$ cat src/rtl/bssid_filt_pkg.sv
package bssid_filt_pkg;
    localparam int ADDR_W = 48;
    localparam int WORD_W = 32;
    localparam int LANE_W = 8;
    localparam int HI_W   = ADDR_W - WORD_W;
    localparam int AUX_W  = WORD_W - HI_W;
    localparam int BE_W   = WORD_W / LANE_W;
    localparam int SEL_W  = 2;
    localparam int N_LANE = ADDR_W / LANE_W;

    typedef enum logic [SEL_W-1:0] {
        SEL_MAC_LO = 2'd0,
        SEL_MAC_HI = 2'd1,
        SEL_MSK_LO = 2'd2,
        SEL_MSK_HI = 2'd3
    } reg_sel_e;

    typedef struct packed {
        logic [ADDR_W-1:0] mac;
        logic [ADDR_W-1:0] mask;
        logic [AUX_W-1:0]  aux;
    } filt_cfg_t;

    function automatic logic [WORD_W-1:0] lane_merge(
        input logic [WORD_W-1:0] old_w,
        input logic [WORD_W-1:0] new_w,
        input logic [BE_W-1:0]   be
    );
        logic [WORD_W-1:0] r;
        r = old_w;
        for (int i = 0; i < BE_W; i++) begin
            if (be[i]) r[i*LANE_W +: LANE_W] = new_w[i*LANE_W +: LANE_W];
        end
        return r;
    endfunction
endpackage

$ cat src/rtl/bssid_cfg_regs.sv
module bssid_cfg_regs
    import bssid_filt_pkg::*;
(
    input  logic                  clk,
    input  logic                  rst,
    input  logic                  wr,
    input  logic [SEL_W-1:0]      addr,
    input  logic [WORD_W-1:0]     wdata,
    input  logic [BE_W-1:0]       be,
    output filt_cfg_t             cfg,
    output logic [WORD_W-1:0]     rdata
);
    filt_cfg_t cfg_q;
    filt_cfg_t cfg_d;
    logic [WORD_W-1:0] cur_word;
    logic [WORD_W-1:0] new_word;

    always_comb begin
        case (reg_sel_e'(addr))
            SEL_MAC_LO: cur_word = cfg_q.mac[WORD_W-1:0];
            SEL_MAC_HI: cur_word = {cfg_q.aux, cfg_q.mac[ADDR_W-1:WORD_W]};
            SEL_MSK_LO: cur_word = cfg_q.mask[WORD_W-1:0];
            default:    cur_word = {{AUX_W{1'b0}}, cfg_q.mask[ADDR_W-1:WORD_W]};
        endcase
    end

    assign new_word = lane_merge(cur_word, wdata, be);

    always_comb begin
        cfg_d = cfg_q;
        if (wr) begin
            case (reg_sel_e'(addr))
                SEL_MAC_LO: cfg_d.mac[WORD_W-1:0] = new_word;
                SEL_MAC_HI: begin
                    cfg_d.mac[ADDR_W-1:WORD_W] = new_word[HI_W-1:0];
                    cfg_d.aux                  = new_word[WORD_W-1:HI_W];
                end
                SEL_MSK_LO: cfg_d.mask[WORD_W-1:0] = new_word;
                default:    cfg_d.mask[ADDR_W-1:WORD_W] = new_word[HI_W-1:0];
            endcase
        end
    end

    always_ff @(posedge clk) begin
        if (rst) begin
            cfg_q.mac  <= '0;
            cfg_q.mask <= '1;
            cfg_q.aux  <= '0;
        end else begin
            cfg_q <= cfg_d;
        end
    end

    assign cfg   = cfg_q;
    assign rdata = cur_word;
endmodule

$ cat src/rtl/bssid_masked_cmp.sv
module bssid_masked_cmp
    import bssid_filt_pkg::*;
(
    input  logic [ADDR_W-1:0] bssid,
    input  logic [ADDR_W-1:0] mac,
    input  logic [ADDR_W-1:0] mask,
    output logic              hit
);
    logic [N_LANE-1:0] lane_hit;

    for (genvar g = 0; g < N_LANE; g++) begin : g_lane
        assign lane_hit[g] =
            ((bssid[g*LANE_W +: LANE_W] ^ mac[g*LANE_W +: LANE_W])
              & mask[g*LANE_W +: LANE_W]) == '0;
    end

    assign hit = &lane_hit;
endmodule

$ cat src/rtl/bssid_rx_filter.sv
module bssid_rx_filter
    import bssid_filt_pkg::*;
(
    input  logic              clk,
    input  logic              rst,
    input  logic              reg_wr,
    input  logic [1:0]        reg_addr,
    input  logic [31:0]       reg_wdata,
    input  logic [3:0]        reg_be,
    output logic [31:0]       reg_rdata,
    input  logic              frm_valid,
    input  logic [47:0]       frm_bssid,
    output logic              acc_valid,
    output logic              acc_ok
);
    filt_cfg_t          cfg_q;
    logic [ADDR_W-1:0]  cur_mac;
    logic [ADDR_W-1:0]  cur_mask;
    logic [AUX_W-1:0]   cur_aux;
    logic               cmp_hit;
    logic               vld_q;
    logic               ok_q;

    bssid_cfg_regs u_regs (
        .clk   (clk),
        .rst   (rst),
        .wr    (reg_wr),
        .addr  (reg_addr),
        .wdata (reg_wdata),
        .be    (reg_be),
        .cfg   (cfg_q),
        .rdata (reg_rdata)
    );

    assign cur_mac  = cfg_q.mac;
    assign cur_mask = cfg_q.mask;
    assign cur_aux  = cfg_q.aux;

    bssid_masked_cmp u_cmp (
        .bssid (frm_bssid),
        .mac   (cur_mac),
        .mask  (cur_mask),
        .hit   (cmp_hit)
    );

    always_ff @(posedge clk) begin
        if (rst) begin
            vld_q <= 1'b0;
            ok_q  <= 1'b0;
        end else begin
            vld_q <= frm_valid;
            ok_q  <= frm_valid & cmp_hit;
        end
    end

    assign acc_valid = vld_q;
    assign acc_ok    = ok_q;
endmodule

$ cat config.mk
export PLATFORM = sky130hd
export DESIGN_NAME = bssid_rx_filter
export DESIGN_NICKNAME = d
export VERILOG_FILES = /design/src/rtl/bssid_filt_pkg.sv /design/src/rtl/bssid_cfg_regs.sv /design/src/rtl/bssid_masked_cmp.sv /design/src/rtl/bssid_rx_filter.sv
export SDC_FILE = /design/constraint.sdc
export NUM_CORES = 1
export LEC_CHECK = 0
export CORE_ASPECT_RATIO = 1.2
export CORE_MARGIN = 2
export CORE_UTILIZATION = 52
export CTS_CLUSTER_DIAMETER = 200
export DETAILED_ROUTE_END_ITERATION = 16
export GPL_ROUTABILITY_DRIVEN = 0
export PLACE_DENSITY = 0.87
export SLEW_MARGIN = 30
export SYNTH_ARGS = -nofsm -noshare
export SYNTH_HDL_FRONTEND = slang
export SYNTH_SLANG_ARGS = --single-unit
$ cat constraint.sdc
create_clock -name clk -period 1.95 [get_ports clk]
set_input_delay 0.39 -clock clk [delete_from_list [all_inputs] [get_ports clk]]
set_output_delay 0.39 -clock clk [all_outputs]
set_load 0.01 [all_outputs]
==> key figures <==
Floorplan
  – Row Count: 42
  – Ports: between 100 and 150
  – Initial core utilization: 53.3%
  – Die span in x: just over 100 um
  – Die height: between 100 and 150 um
  – Core ar.: between 10000 and 15000 um^2
  – Die area: ~12000 um^2

CTS
  – Clk slew on worst S/H paths: ~0.05 ns
  – TritonCTS clock tree: built
  – CTS max path bufs: 2
  – H-tree levels: 4
  – Post-CTS Hold Fix Bufs: 0
  – Sink Count: about 110
  – Clk root buf: clkbuf_16
  – TritonCTS Buffers: 17
  – Clk_lat worst skew: about 0.42 ns

GRT
  – Largest net degree at the start of global routing: roughly 110
  – Tot GR Track Use: a little under a third
  – Met3 Use GR: under 10%
  – Number of global-route vias before repair: around 5600
  – Grt met1 use: about two fifths
  – GRT busiest layer: met2
  – Met2 global-route usage: 50.9%
  – Congestion Overflow GR: 0
  – First-pass GRT wire length: approximately 29000 um
  – Antenna violations before repair: 0

Synth
  – Post-Syn Area: between 5000 and 6000 um^2
  – Syn avg cell area: 9.05 um^2
  – Post-Synthesis Cells: 650
  – Ys flop type: dfxtp_1
  – Post-synthesis register bit count: about 110
  – Unique cell type count in the Yosys netlist: 31
  – Net Count, Synth: between 700 and 800
  – Asr flop ratio synth: 0%
  – Seq/Total Area, Yosys: between 30% and 40%
  – Yosys Warn Count: 0
  – EDFF count, synth: 0

STA
  – Tmin final: about 2.0 ns
  – Slew Limit Fails: 0
  – Final setup TNS: -0.0247 ns
  – Max Freq: 506 MHz
  – Final hold violation count: 0
  – WHS: around 0.18 ns
  – Skew final: slightly below 0.008 ns
  – Worst slew pin tran: approximately 0.51 ns
  – Rel. slew slack: 66.2%
  – Final period util: 101%
  – Post-route worst setup slack: -0.0247 ns
  – Setup-failing EPs final: 1

Finish
  – Post-layout util: 74.3%
  – Area Growth Syn to Fin: 39.3%
  – Multi-input logic area: 3370 um^2
  – Register Area: approximately 2300 um^2
  – Ant diodes: 0
  – Filler Cell Count: around 740
  – Share of layout cells above drive strength 1: between 10% and 20%
  – Post-layout net count: around 900

Critical path
  – Critical path's slowest cell: clkdlybuf4s50_1
  – Critical Path Start Type: input port
  – CP max stage delay: between 0.4 and 0.5 ns
  – Critical Path Sink Type: flop
  – Crit path DAT: roughly 2.3 ns
  – Worst-path maximum fanout: 1
  – Setup CP Type: input port to flop
  – Required time of the critical path: about 2.2 ns
  – CP delay by family, top: compound AO/OA/AOI/OAI gates
  – Critical-path cell list: clkdlybuf4s50_1 > xor2_1 > a22o_1 > a221oi_1 > nand4_1 > nor4_1
  – CP bufs+invs: 1

Status
  – Outcome: finished with violations
  – Failing checks: negative setup slack

Drt
  – WL/cell: ~20 um
  – DRC: 0
  – Router iterations before antenna repair: 5
  – WL final: just under 20000 um
  – Via count: 5842
  – Vias per cell: about 6.2
  – First DRT Iteration DRCs: 561
  – DRT antenna net count: 0

Power
  – Internal power: a little over 0.005 W
  – Sequential share of power: between 30% and 40%
  – Power Density: roughly 830 nW/um^2
  – Sw power: 0.00173 W
  – Comb pwr share: about a fifth
  – Leakage: 3.34 nW
  – Switching share of total power: between 20% and 30%
  – VDD IR max: approximately 0.00055 V
  – Clock Power Share: 43.7%

Placed design
  – DP HPWL: between 10000 and 15000 um
  – I/O Buffers: 123

Job
  – MaxCap Viol Count: 0

Worst hold path
  – Hold Path Class: input port to flop
==> through the flow <==
stage / worst slack (ns) / area [um^2] / instances / power [W]
floorplan: 0.102 / 5880 / 650 / 0.00320
CTS: -0.0234 / 8150 / 946 / 0.00673
global route: -0.00192 / 8190 / 949 / 0.00695
global placement: -0.309 / 7570 / 910 / 0.00377
detailed placement: -0.344 / 7570 / 910 / 0.00381
finish: -0.0247 / 8190 / 949 / 0.00678
==> kinds of logic after synthesis <==
| kind of cell | after synthesis | share of synthesized area, % |
|---|---|---|
| AO/OA/AOI/OAI | 152 | 18.8 |
| buffers and inverters | 50 | 4.06 |
| AND/OR/NAND/NOR | 238 | 17.7 |
| multiplexers | 48 | 13.5 |
| XOR/XNOR | 48 | 7.15 |
| flip-flops | 114 | 38.8 |
==> worst paths after layout <==
path                                      from              to  slack [ns]  cells past startpoint
worst max-delay path             frm_bssid[16]          acc_ok       -0.02                      6
worst min-delay path                       rst       acc_valid        0.18                      2
worst max register to register  u_regs.cfg[80]          acc_ok        0.01                      5
worst min register to register  u_regs.cfg[13]  u_regs.cfg[13]        0.46                      2
==> routing by layer <==
layer	vias to the layer above	share of wire, %
li1	2611	-
met1	2758	37
met5	-	0
met4	0	5.1
met2	390	48
met3	83	10
==> sequential cells by signal, indices dropped and copies added (netlist names) <==
name / flops
acc_valid: 1
u_regs.cfg: 112
acc_ok: 1
==> placed cells by master, fill, tap and decap left out, types with 3 or more instances in the layout <==
master	instances
dfxtp_1	114
nand2_1	97
clkdlybuf4s50_1	88
nor2_1	80
a21oi_1	48
xor2_1	48
buf_4	48
a211oi_1	32
a211o_1	32
mux2i_1	23
clkbuf_16	19
and2_1	16
mux4_2	16
nand2b_1	16
o31a_1	16
or2_2	14
buf_2	14
buf_12	12
clkdlybuf4s15_1	10
mux2i_4	9
a22o_1	9
a221oi_1	9
clkbuf_8	6
nand3_1	4
a22oi_1	4
clkinv_2	4
clkbuf_2	4
nand4_1	3
buf_6	3
==> cell usage after synthesis, types with 9 or more instances <==
cell / instances / area [um^2]
nor2_1: 80 / 300
a22o_1: 9 / 78.8
mux2i_4: 9 / 203
xor2_1: 48 / 420
mux4_2: 16 / 360
clkbuf_1: 25 / 93.8
or2_2: 16 / 100
a211oi_1: 32 / 240
mux2i_1: 23 / 230
nand2b_1: 16 / 100
and2_1: 17 / 106
a211o_1: 32 / 280
dfxtp_1: 114 / 2280
nand2_1: 97 / 364
a221oi_1: 9 / 78.8
o31a_1: 16 / 140
buf_2: 16 / 80.1
a21oi_1: 48 / 240
==> layout make-up <==
type / instances / area share [%]
Clock buffer: 25 / 6.29
Clock inverter: 5 / 0.611
Inverter: 2 / 0.0916
Multi-Input combinational cell: 486 / 41.2
Sequential cell: 114 / 27.9
Tap cell: 132 / 2.02
Timing Repair Buffer: 185 / 22.0
==> power by group through the flow <==
| stage | combinational [W] | sequential (W) | clock [W] |
|---|---|---|---|
| after global placement | 0.00119 | 0.00258 | 0 |
| after floorplan | 0.000640 | 0.00256 | 0 |
| final | 0.00126 | 0.00255 | 0.00296 |
| after global routing | 0.00133 | 0.00256 | 0.00305 |
| after CTS | 0.00123 | 0.00255 | 0.00296 |
| after detailed placement | 0.00122 | 0.00259 | 0 |
==> repair_timing <==
action                                 in CTS  in global routing
resized for setup                          99                 14
endpoints found under the hold margin       0                  0
setup endpoints to repair                  32                 13
setup buffers                               6                  1
cloned                                      0                  2
Power figures use the tool's default switching activity.
